$ cat config.mk
export PLATFORM = sky130hd
export DESIGN_NAME = rounding_unit
export DESIGN_NICKNAME = d
export VERILOG_FILES = /design/src/rtl/rounding_unit_pkg.sv /design/src/rtl/guard_fold.sv /design/src/rtl/round_decide.sv /design/src/rtl/lsb_incrementer.sv /design/src/rtl/rounding_unit.sv
export SDC_FILE = /design/constraint.sdc
export NUM_CORES = 1
export LEC_CHECK = 0
export ABC_AREA = 1
export BUFFER_PORTS_ARGS = -buffer_cell sky130_fd_sc_hd__buf_2
export CAP_MARGIN = 20
export CORE_UTILIZATION = 47
export CTS_CLUSTER_SIZE = 25
export DETAILED_ROUTE_END_ITERATION = 8
export PLACE_DENSITY = 0.95
export SETUP_SLACK_MARGIN = 0.02
export SYNTH_ARGS = -nofsm -noshare
export SYNTH_HDL_FRONTEND = slang
export SYNTH_SLANG_ARGS = --single-unit
$ cat constraint.sdc
create_clock -name clk -period 10.87 [get_ports clk]
set_input_delay 2.174 -clock clk [delete_from_list [all_inputs] [get_ports clk]]
set_output_delay 2.174 -clock clk [all_outputs]
set_load 0.03 [all_outputs]
$ cat src/rtl/rounding_unit_pkg.sv
// Shared types for the guard-bit rounding unit.
// Assumes: the mode encoding below is fixed by the block's interface.
package rounding_unit_pkg;

    typedef enum logic [1:0] {
        RMODE_TRUNC   = 2'b00,
        RMODE_JAM     = 2'b01,
        RMODE_HALF_UP = 2'b10,
        RMODE_NEAR_EV = 2'b11
    } rmode_t;

    // Folded guard information: two top dropped bits and the sticky OR.
    typedef struct packed {
        logic hi;
        logic lo;
        logic sticky;
    } guard3_t;

endpackage

$ cat src/rtl/guard_fold.sv
// Folds a guard field of any width into the top two dropped bits plus a
// sticky bit formed as the OR of all lower dropped bits.
// Assumes: GUARD_W >= 1; missing positions for narrow fields read as 0.
module guard_fold
    import rounding_unit_pkg::*;
#(
    parameter int GUARD_W = 8
) (
    input  logic [GUARD_W-1:0] guard_in,
    output guard3_t            fold_out,
    output logic               any_out
);

    // Width-dependent fold: the parameter selects the structure.
    generate
        if (GUARD_W >= 3) begin : g_wide
            always_comb begin
                // Pick top two bits and OR the remainder.
                fold_out.hi     = guard_in[GUARD_W-1];
                fold_out.lo     = guard_in[GUARD_W-2];
                fold_out.sticky = |guard_in[GUARD_W-3:0];
            end
        end else if (GUARD_W == 2) begin : g_two
            always_comb begin
                // Two guard bits, no sticky source.
                fold_out.hi     = guard_in[1];
                fold_out.lo     = guard_in[0];
                fold_out.sticky = 1'b0;
            end
        end else begin : g_one
            always_comb begin
                // Single guard bit.
                fold_out.hi     = guard_in[0];
                fold_out.lo     = 1'b0;
                fold_out.sticky = 1'b0;
            end
        end
    endgenerate

    // Inexact source: any dropped bit set, taken from the folded form.
    assign any_out = fold_out.hi | fold_out.lo | fold_out.sticky;

endmodule

$ cat src/rtl/round_decide.sv
// Decides, from the mode, the kept LSB and the folded guard bits, whether
// to add one at the kept LSB or to jam the LSB high.
// Assumes: inc_out and jam_out are never both set.
module round_decide
    import rounding_unit_pkg::*;
(
    input  rmode_t  mode_in,
    input  logic    lsb_in,
    input  guard3_t fold_in,
    output logic    inc_out,
    output logic    jam_out
);

    logic below_half_nz;

    // Nonzero remainder under the top guard bit.
    assign below_half_nz = fold_in.lo | fold_in.sticky;

    // Per-mode rounding decision.
    always_comb begin
        inc_out = 1'b0;
        jam_out = 1'b0;
        unique case (mode_in)
            RMODE_TRUNC:   ;
            RMODE_JAM:     jam_out = fold_in.hi | below_half_nz;
            RMODE_HALF_UP: inc_out = fold_in.hi;
            RMODE_NEAR_EV: inc_out = fold_in.hi & (below_half_nz | lsb_in);
            default:       ;
        endcase
    end

endmodule

$ cat src/rtl/lsb_incrementer.sv
// Adds a single bit at the LSB of a KEEP_W field, using a carry chain built
// by generate, and reports the carry out of the top bit.
// Assumes: KEEP_W >= 1.
module lsb_incrementer #(
    parameter int KEEP_W = 24
) (
    input  logic [KEEP_W-1:0] val_in,
    input  logic              inc_in,
    output logic [KEEP_W-1:0] sum_out,
    output logic              cout_out
);

    logic [KEEP_W:0] chain;

    assign chain[0] = inc_in;

    // One half-adder per kept bit.
    generate
        for (genvar i = 0; i < KEEP_W; i++) begin : g_bit
            assign sum_out[i]  = val_in[i] ^ chain[i];
            assign chain[i+1]  = val_in[i] & chain[i];
        end
    endgenerate

    assign cout_out = chain[KEEP_W];

endmodule

$ cat src/rtl/rounding_unit.sv
// Guard-bit rounding unit: reduces a kept field plus guard bits to the kept
// width by truncation, jamming, half-up or nearest-even rounding, and
// registers the rounded field, carry-out and inexact flag.
// Assumes: GUARD_W >= 1, KEEP_W >= 1; one clock of latency.
module rounding_unit
    import rounding_unit_pkg::*;
#(
    parameter int KEEP_W  = 24,
    parameter int GUARD_W = 8
) (
    input  logic               clk,
    input  logic               rst_n,
    input  logic [KEEP_W-1:0]  keep_in,
    input  logic [GUARD_W-1:0] guard_in,
    input  logic [1:0]         mode_in,
    output logic [KEEP_W-1:0]  keep_out,
    output logic               carry_out,
    output logic               inexact_out
);

    guard3_t           fold;
    logic              any_set;
    logic              do_inc;
    logic              do_jam;
    logic [KEEP_W-1:0] jammed;
    logic [KEEP_W-1:0] rounded;
    logic              ovf;

    guard_fold #(.GUARD_W(GUARD_W)) u_fold (
        .guard_in (guard_in),
        .fold_out (fold),
        .any_out  (any_set)
    );

    round_decide u_decide (
        .mode_in (rmode_t'(mode_in)),
        .lsb_in  (keep_in[0]),
        .fold_in (fold),
        .inc_out (do_inc),
        .jam_out (do_jam)
    );

    // Force the LSB high when jamming.
    always_comb begin
        jammed    = keep_in;
        jammed[0] = keep_in[0] | do_jam;
    end

    lsb_incrementer #(.KEEP_W(KEEP_W)) u_inc (
        .val_in   (jammed),
        .inc_in   (do_inc),
        .sum_out  (rounded),
        .cout_out (ovf)
    );

    // Output register with synchronous active-low reset.
    always_ff @(posedge clk) begin
        if (!rst_n) begin
            keep_out    <= '0;
            carry_out   <= 1'b0;
            inexact_out <= 1'b0;
        end else begin
            keep_out    <= rounded;
            carry_out   <= ovf;
            inexact_out <= any_set;
        end
    end

endmodule

==> Word level (Yosys, flattened, before mapping) <==
Index checks and enable logic that the tools add are counted.
{ "totals": {"regBits": 26, "latchBits": 0, "mem_bits_rw": 0, "mem_bits_ro": 0, "input_bits": 36, "output_inout_bits": 26, "elab_cells": 64, "n_memories": 0} }
{ "op_classes": {"n_addsub": 0, "multipliers": 0, "div": 0, "magnitude_cmp": 0, "eq_ne": 3, "shift": 0, "mux": 2, "n_bitwise": 55, "reduce_logical": 1} }
{ "op_table": {"columns": ["op", "n"], "rows": [
  ["$and A1 B1 Y1", 25],
  ["$xor A1 B1 Y1", 24],
  ["$or A1 B1 Y1", 6],
  ["$reduce_or A6 Y1", 1],
  ["$eq A2 B2 Y1 const B", 2],
  ["$eq A2 B1 Y1 const B", 1],
  ["$pmux W1 S2", 1],
  ["$mux W1", 1]
]} }

==> Depth between registers and ports, before layout <==
Gate-level depths: netlist of the first run.
{ "logic_depth": {"ltp_word": 29, "ltp_mapped": 30, "ltp_nobuf": 30} }

==> Modules after synthesis <==
A second synthesis of the first run with hierarchy kept.
{ "unflattened": {"cells_unflattened": 125, "hier_area_um2": 1151.1} }
{ "modules_own_cells": {"columns": ["module", "instances", "cells_each", "area_each_um2", "seq_area_each_um2"], "rows": [
  ["rounding_unit", 1, 84, 760.7, 520.5],
  ["lsb_incrementer", 1, 24, 300.3, 0.0],
  ["round_decide", 1, 9, 48.8, 0.0],
  ["guard_fold", 1, 8, 41.3, 0.0]
]} }

==> Worst setup path after synthesis of the first run <==
Ideal clock, no wire load.
{ "synth_timing": {"path_kind": "input-to-reg", "from": "input port guard_in[6]", "to": "register keep_out[23]", "setup_time_ps": 109, "arrival_time_ps": 6759, "required_ps": 10761, "setup_slack_ps": 4002, "stages": 30, "n_path_buf": 0, "cell_sequence": "nor2_1 -> nand4_1 -> nand2_1 -> nand2_1 -> ha_1 -> ha_1 -> ha_1 -> ha_1 -> ha_1 -> ha_1 -> ha_1 -> ha_1 -> ha_1 -> ha_1 -> ha_1 -> ha_1 -> ha_1 -> ha_1 -> ha_1 -> ha_1 -> ha_1 -> ha_1 -> ha_1 -> ha_1 -> ha_1 -> ha_1 -> ha_1 -> ha_1 -> nand2_1 -> inv_1"} }
{ "synth_between": {"elab_chain_len": 28, "elab_cells_between_ends": 31, "classes_between": "mux (2); bitwise (29)"} }
{ "synth_lines": {"columns": ["item", "line_no", "source"], "rows": [
  ["start: declaration", "rounding_unit.sv:14", "input logic [GUARD_W-1:0] guard_in,"],
  ["$or A1 B1 Y1 *", "round_decide.sv:17", "assign below_half_nz = fold_in.lo | fold_in.sticky;"],
  ["$or A1 B1 Y1 (on tied branches)", "round_decide.sv:27, round_decide.sv:25", null],
  ["$and A1 B1 Y1 or $mux W1 (tied branches)", "round_decide.sv:27, round_decide.sv:23", null],
  ["$pmux W1 S2 or $or A1 B1 Y1 (tied branches)", "round_decide.sv:23, rounding_unit.sv:46", null],
  ["$and A1 B1 Y1 * (23 in series)", "lsb_incrementer.sv:21", "assign chain[i+1] = val_in[i] & chain[i];"],
  ["$xor A1 B1 Y1 *", "lsb_incrementer.sv:20", "assign sum_out[i] = val_in[i] ^ chain[i];"],
  ["named net rounded[23]", "rounding_unit.sv:26", "logic [KEEP_W-1:0] rounded;"],
  ["end signal: assignment", "rounding_unit.sv:63", "keep_out <= rounded;"],
  ["end: declaration", "rounding_unit.sv:16", "output logic [KEEP_W-1:0] keep_out,"]
]} }
Mark *: on every way through the listed nets, which the timed path passes. The rest lies on a longest branch.
A chain may end at the register's enable or synchronous reset.

==> Worst setup path in the final report of the first run <==
{ "layout_timing": {"from": "input port guard_in[3]", "to": "register keep_out[23]"} }
{ "layout_between": {"elab_chain_len": 29, "elab_cells_between_ends": 32, "classes_between": "mux (2); bitwise (29); reduce/logical (1)"} }
{ "layout_lines": {"columns": ["item", "line_no", "source"], "rows": [
  ["$reduce_or A6 Y1 *", "guard_fold.sv:21", "fold_out.sticky = |guard_in[GUARD_W-3:0];"],
  ["$or A1 B1 Y1 *", "round_decide.sv:17", null],
  ["$or A1 B1 Y1 (on tied branches)", "round_decide.sv:27, round_decide.sv:25", null],
  ["$and A1 B1 Y1 or $mux W1 (tied branches)", "round_decide.sv:27, round_decide.sv:23", null],
  ["$pmux W1 S2 or $or A1 B1 Y1 (tied branches)", "round_decide.sv:23, rounding_unit.sv:46", null],
  ["$and A1 B1 Y1 * (23 in series)", "lsb_incrementer.sv:21", null],
  ["$xor A1 B1 Y1 *", "lsb_incrementer.sv:20", null],
  ["named net rounded[23]", "rounding_unit.sv:26", null]
]} }
Marks and branches as above.

==> results of run 1 <==
## area by class of cell
class                   count  area [sq um]  area share
clock buffers               4         36.28     0.02453
inverters                  28         105.1     0.07107
multi-input cells          66         476.7      0.3223
flip-flops and latches     26         520.5      0.3519
well taps                  28         35.03     0.02369
repair buffers             61         305.3      0.2064
## critical path: cells and delay by family
kind / cells / cell delay (ns)
and+or+nand+nor: 5 / 0.41
adders and majority gates: 24 / 4.48
buffers and inverters: 2 / 0.15
## synthesized netlist by cell type (all sizes together)
master   n  share of area
a21oi    1         0.0044
buf      3          0.040
nand2   30           0.11
and2     1         0.0055
nor2     9          0.032
dfxtp   26           0.45
inv     28          0.092
ha      24           0.26
nand4    1         0.0055
## power by group through the flow
stage	clock network (mW)	logic, mW	registers (mW)
floorplan	0	0.0104	0.115
global placement	0	0.0325	0.104
detailed placement	0	0.0336	0.104
CTS	0.0495	0.0338	0.102
global route	0.0527	0.0368	0.102
finish	0.0472	0.0335	0.102
## flip-flops by register name, summed over array words and instances (netlist names)
register     cells
keep_out        24
carry_out        1
inexact_out      1
## worst max path at each step
stage                     start  cells after the start      endpoint  slack [ns]
floorplan           guard_in[6]                     30  keep_out[23]        4.00
global placement    guard_in[5]                     31  keep_out[23]        3.68
detailed placement  guard_in[3]                     31  keep_out[23]        3.53
CTS                 guard_in[3]                     31  keep_out[23]        3.85
global route        guard_in[5]                     31  keep_out[23]        3.62
finish              guard_in[3]                     31  keep_out[23]        3.88
## metrics by stage
step / hold WS (ns) / instance area, sq um
after floorplan: 2.381 / 1149
after global placement: 2.481 / 1443
after detailed placement: 2.485 / 1443
after CTS: 2.143 / 1479
after global routing: 2.145 / 1479
final: 2.158 / 1479
## metal layers
metal	wire, um	track usage	up-vias	part of all wire
li1	-	-	492	-
met1	809	0.1452	413	0.38
met2	1194	0.3506	33	0.56
met3	87	0.02381	6	0.041
met4	44	0.1126	0	0.021
met5	0	0	-	0
## cells by family after synthesis
kind of cell             Yosys count  synth area share
AO/OA/AOI/OAI                      1          0.004353
adder cells (fa/ha/maj)           24            0.2614
AND/OR/NAND/NOR                   41            0.1492
flip-flops                        26            0.4532
buffers and inverters             31            0.1318
==> impl_results.md, run 1 <==
* Outcome: complete, no violations
* 1st-iter DRT viols at 6
* Number of buffer cells added on primary ports at 61
* Total iterations of the first detailed-routing run at 4
* Post-layout minimum cycle time at 6.991 ns
* Commonest cells after routing, fill and taps aside: sky130_fd_sc_hd__buf_2, sky130_fd_sc_hd__inv_1, sky130_fd_sc_hd__nand2_1, sky130_fd_sc_hd__dfxtp_1, sky130_fd_sc_hd__ha_1
* Area enclosed by the die boundary at 0.002646 sq mm
* Share of total power in the clock network at 0.259
* Clock tree from TritonCTS: built
* TritonCTS Buffers at 3
* Avg Inst Size Synth at 9.338 sq um
* Average wire per cell in the routed design at 10.02 um
* Total power per unit cell area at 123.4 mW/mm^2
* Total instance count after detailed placement at 209
* All-layer global routing usage at 0.1706
* Num ports at 62
* CP Class: in2reg
* Crit-path max FO at 2
* Detailed-route via count at 944
* Max Cap Viol at 0
* Total half-perimeter wirelength after legalization and detailed placement at 1780 um
* Core footprint at 0.002255 sq mm
* Post-CTS setup-driven buffer insertion count at 0
* Initial Util at 0.5094
* Hold Startpoint: keep_in[5]
* Average via count per standard cell at 4.432
* Gate power share at 0.184
* Highest clock frequency the design can meet at 0.1430 GHz
* Worst slack at placement at 3.526 ns
* Least setup slack across all paths after layout at 3.879 ns
* Post-layout util at 0.6559
* Category of the worst setup path launch point: input pin
* Leading cell type in the layout, fill and taps excluded: sky130_fd_sc_hd__buf_2
* Switching Fraction at 0.2701
* Remaining number of nets flagged by the antenna check after routing at 0
* Initial antenna violation count at 0
* Final weighted congestion of routability-driven global placement at 0.6873
* Worst hold path stage count at 4
* RSZ-0062 raised after global routing: false
* Remaining DRCs at 0
* Share of the clock period used by the worst path after layout at 0.6432
* Number of distinct library cells after synthesis at 13
* Required time reported for the critical path endpoint at 11.10 ns
* Element type at the critical path end: flip-flop
* Final Total Pwr at 0.1825 mW
* Fraction of final layout cells with drive strength greater than 1 at 0.3784
* Warnings from Yosys at 0
* Sequential share of power at 0.558
* Die H at 51.44 um
* Area growth from synthesis to final layout at 28.76%
* Slowest-stage cell, CP: sky130_fd_sc_hd__ha_1
* Grt ovf at 0
* Final Hold Fails at 0
* Count of cells resized by post-cts repair at 0
* Synth Cell Area at 0.001149 sq mm
* Buffer levels on the longest clock path at 2
* Most Frequent Cell on Critical Path: sky130_fd_sc_hd__ha_1
* Buffer type at the clock tree root: sky130_fd_sc_hd__clkbuf_4
* Worst vdd rail ir drop at 0.08383 mV
* Fillers at 194
* Setup-violating endpoint count in the final report at 0
* Site row count at 17
* Critical path data arrival time at 7.22 ns
* Maximum number of pins on one net before global-route repair at 27
* Proportion of synthesized chip area in sequential cells at 0.4532
* Number of global-route vias before repair at 890
* Clock transition at the registers of the reported paths at 0.13 ns
* Die Width at 51.44 um
* Final non-filler cell total at 213
* Slew Limit Fails at 0
* Hold WC Path Type: in2reg
* Worst Tran Pin Value at 0.4696 ns
* Design internal power at 0.1332 mW
* Number of cells produced by synthesis at 123
* Total of flip-flops plus latches after synthesis at 26
* P_leak at 1.013 nW
* Number of clock sinks at 26
* Max transition margin at 0.6869
* Hold-fix buffers at CTS at 0
* Net Sw Power at 0.04928 mW
* Maximum cell stage delay along the critical path at 0.26 ns
* Total Routed Length at 2135 um
* Global-route wire length before repair at 3256 um
* Count of antenna diodes in the layout at 0
* Setup tns final at 0 ns
* Number of H-tree levels at 1
* Synthesized net count at 183
* Worst hold path endpoint: keep_out[5]
* Number of nets in the layout at 246
Note: power is estimated with default switching activity, not from simulation.
==> inputs of run 2 (changes only) <==
- ABC_AREA: 1 -> 0
- CORE_UTILIZATION: 47 -> 42
- PLACE_DENSITY: 0.95 -> 0.9
- clock period: 10.87 -> 6.9 ns (I/O delays scaled with it)
==> run 2 against run 1 <==
Effect of this change: core utilization down 2.4 points; area after synthesis decreased by 9.0%; sequential share of layout area grew 0.98 points; cell count down 17%; non-clock buffer count unchanged; combinational power up 44%; die area up 1.7%; critical path type unchanged.
==> impl_results.md, run 2 <==
* Outcome: complete, no violations
* Core footprint at 0.002276 sq mm (+0.94%)
* Num ports at 62 (unchanged)
* Total iterations of the first detailed-routing run at 4 (unchanged)
* Clock transition at the registers of the reported paths at 0.14 ns (about the same)
* Worst hold margin at 1.382 ns (-0.7753 ns)
* Most Frequent Cell on Critical Path: sky130_fd_sc_hd__ha_1
* Number of distinct library cells after synthesis at 12 (-1)
* Number of nets in the layout at 209 (-15%)
* Average via count per standard cell at 4.511 (+1.8%)
* Share of flip-flops with an asynchronous set or reset at 0 (unchanged)
* Initial antenna violation count at 0 (unchanged)
* Clock tree from TritonCTS: built
* RSZ-0062 raised after global routing: false
* Initial Util at 0.4590 (-0.05039)
* Synth Cell Area at 0.001045 sq mm (-9.0%)
* Number of cells produced by synthesis at 85 (-31%)
* Global-route wire length before repair at 2953 um (-9.3%)
* Slew Limit Fails at 0 (unchanged)
* Critical path data arrival time at 6.73 ns (-0.49 ns)
* Average wire per cell in the routed design at 10.51 um (+4.9%)
* Buffer type at the clock tree root: sky130_fd_sc_hd__clkbuf_4
* Final weighted congestion of routability-driven global placement at 0.6578 (-4.3%)
* Crit path buf inv count at 1 (-1)
* Biggest register: keep_out
* Top cells by area in the synthesized netlist: sky130_fd_sc_hd__dfxtp_1, sky130_fd_sc_hd__ha_1, sky130_fd_sc_hd__and2_1, sky130_fd_sc_hd__nor4_2, sky130_fd_sc_hd__a31o_1
* Die Width at 51.88 um (+0.86%)
* 1st-iter DRT viols at 2 (-4)
* Buffer levels on the longest clock path at 2 (unchanged)
* TritonCTS Buffers at 3 (unchanged)
* Area enclosed by the die boundary at 0.002691 sq mm (+1.7%)
* Top flop regs: keep_out (24), carry_out (1), inexact_out (1)
* Remaining DRCs at 0 (unchanged)
* Avg Inst Size Synth at 12.29 sq um (+32%)
* Max transition margin at 0.7839 (+0.09698)
* Commonest cells post-synth: sky130_fd_sc_hd__dfxtp_1, sky130_fd_sc_hd__and2_1, sky130_fd_sc_hd__ha_1
* Area share of the largest cell type after synthesis at 0.4982 (+0.04504)
* Die H at 51.88 um (+0.86%)
* Final Total Pwr at 0.3097 mW (+70%)
* Warnings from Yosys at 0 (unchanged)
* Total half-perimeter wirelength after legalization and detailed placement at 1550 um (-13%)
* Share of the clock period used by the worst path after layout at 0.9434
* Element type at the critical path end: flip-flop
* Detailed-route via count at 794 (-16%)
* Flip-flop count of the largest register, all copies and words added at 24 (unchanged)
* Max Cap Viol at 0 (unchanged)
* Crit-path max FO at 2 (unchanged)
* Highest clock frequency the design can meet at 0.1536 GHz
* Required time reported for the critical path endpoint at 7.12 ns (-3.98 ns)
* Number of buffer cells added on primary ports at 61 (unchanged)
* Leading cell type in the layout, fill and taps excluded: sky130_fd_sc_hd__buf_2
* Final non-filler cell total at 176 (-17%)
* Site row count at 17 (unchanged)
* Synthesized net count at 145 (-21%)
* Total power per unit cell area at 215.2 mW/mm^2 (+74%)
* Proportion of synthesized chip area in sequential cells at 0.4982 (+0.04504)
* Category of the worst setup path launch point: input pin
* All-layer global routing usage at 0.1495 (-0.02110)
* Number of H-tree levels at 1 (unchanged)
* Hold WC Path Type: in2reg
* Worst vdd rail ir drop at 0.1126 mV (+34%)
* Fraction of final layout cells with drive strength greater than 1 at 0.4527 (+0.07432)
* Worst hold path stage count at 3 (-1)
* P_leak at 0.8088 nW (-20%)
* Top flip-flop cell by instance count after synthesis: sky130_fd_sc_hd__dfxtp_1
* Grt ovf at 0 (unchanged)
* Count of antenna diodes in the layout at 0 (unchanged)
* Maximum number of pins on one net before global-route repair at 27 (unchanged)
* Total Routed Length at 1850 um (-13%)
* Setup tns final at 0 ns (unchanged)
* Post-layout minimum cycle time at 6.509 ns
* Slowest-stage cell, CP: sky130_fd_sc_hd__nor4_4
* Total instance count after detailed placement at 172 (-18%)
* Final Hold Fails at 0 (unchanged)
* Maximum cell stage delay along the critical path at 0.29 ns (+0.03 ns)
* Cell type contributing the most total cell area after synthesis: sky130_fd_sc_hd__dfxtp_1
* Total of flip-flops plus latches after synthesis at 26 (unchanged)
* Setup-violating endpoint count in the final report at 0 (unchanged)
* Remaining number of nets flagged by the antenna check after routing at 0 (unchanged)
* Area growth from synthesis to final layout at 37.72%
* Hold-fix buffers at CTS at 0 (unchanged)
* CP top delay family: adder cells
* Worst Tran Pin Value at 0.3242 ns (-0.1455 ns)
* Number of enable flip-flop cells after synthesis at 0 (unchanged)
* Stages on worst setup path at 29 (-6.5%)
* Number of global-route vias before repair at 804 (-9.7%)
* CP Class: in2reg
* Most used standard cell by instance count after synthesis: sky130_fd_sc_hd__dfxtp_1
* Number of clock sinks at 26 (unchanged)
* Commonest cells after routing, fill and taps aside: sky130_fd_sc_hd__buf_2, sky130_fd_sc_hd__dfxtp_1, sky130_fd_sc_hd__and2_1
-- run 2: cell types whose count changed after synthesis, moves of 2 or more --
cell / delta
sky130_fd_sc_hd__inv_1: -27
sky130_fd_sc_hd__nand2_1: -26
sky130_fd_sc_hd__and2_1: +24
sky130_fd_sc_hd__nor2_1: -8
sky130_fd_sc_hd__nand2_2: -4
sky130_fd_sc_hd__clkbuf_1: +2
-- run 2: path summary, 6_finish.rpt --
path,start,end,slack [ns]
worst max-delay path,guard_in[1],keep_out[23],0.39
worst min-delay path,keep_in[7],keep_out[7],1.38
-- run 2: worst min-delay path, cell delays in order --
cell	delay, ns
sky130_fd_sc_hd__buf_2	0.08
sky130_fd_sc_hd__ha_1	0.11
sky130_fd_sc_hd__and2_1	0.10
-- run 2: through the flow --
step,worst slack [ns],util,area [sq um]
floorplan,0.4486,-,1045
global placement,0.1360,0.6053,1378
detailed placement,-0.02227,0.6053,1378
CTS,0.3144,0.6284,1430
global route,0.03841,0.6322,1439
finish,0.3908,0.6322,1439
-- run 2: routing by layer --
| layer | track usage | part of all wire |
|---|---|---|
| met5 | 0 | 0 |
| met4 | 0.07658 | 0 |
| met3 | 0.02339 | 0.070 |
| met2 | 0.3034 | 0.55 |
| met1 | 0.1380 | 0.38 |
-- run 2: final cells by class --
type	count	area [sq um]
clock inverters	1	30.03
clock buffers	3	22.52
repair buffers	61	305.3
fillers	203	837.1
multi-input cells	56	521.8
well taps	28	35.03
flip-flops and latches	26	520.5
inverters	1	3.754
-- run 2: cells by family (layout without fill, tap and decap cells) --
| logic type | count (synthesis) | count (layout) | share of synthesized area |
|---|---|---|---|
| adders and majority gates | 24 | 24 | 0.2874 |
| DFF | 26 | 26 | 0.4982 |
| AOI/OAI and AO/OA | 1 | 1 | 0.008385 |
| buffers and inverters | 3 | 66 | 0.01078 |
| and+or+nand+nor | 31 | 31 | 0.1952 |
-- run 2: repair_timing --
item                                    CTS  global route
gates resized for setup                   0             1
endpoints found under the setup margin    0             1
buffers inserted                          0             0
endpoints found under the hold margin     0             0
-- run 2: power by group --
part	internal [mW]	leakage (nW)	switching [mW]
clock network	0.0587	0.0279	0.0425
logic	0.0192	0.564	0.0291
registers	0.158	0.217	0.00173
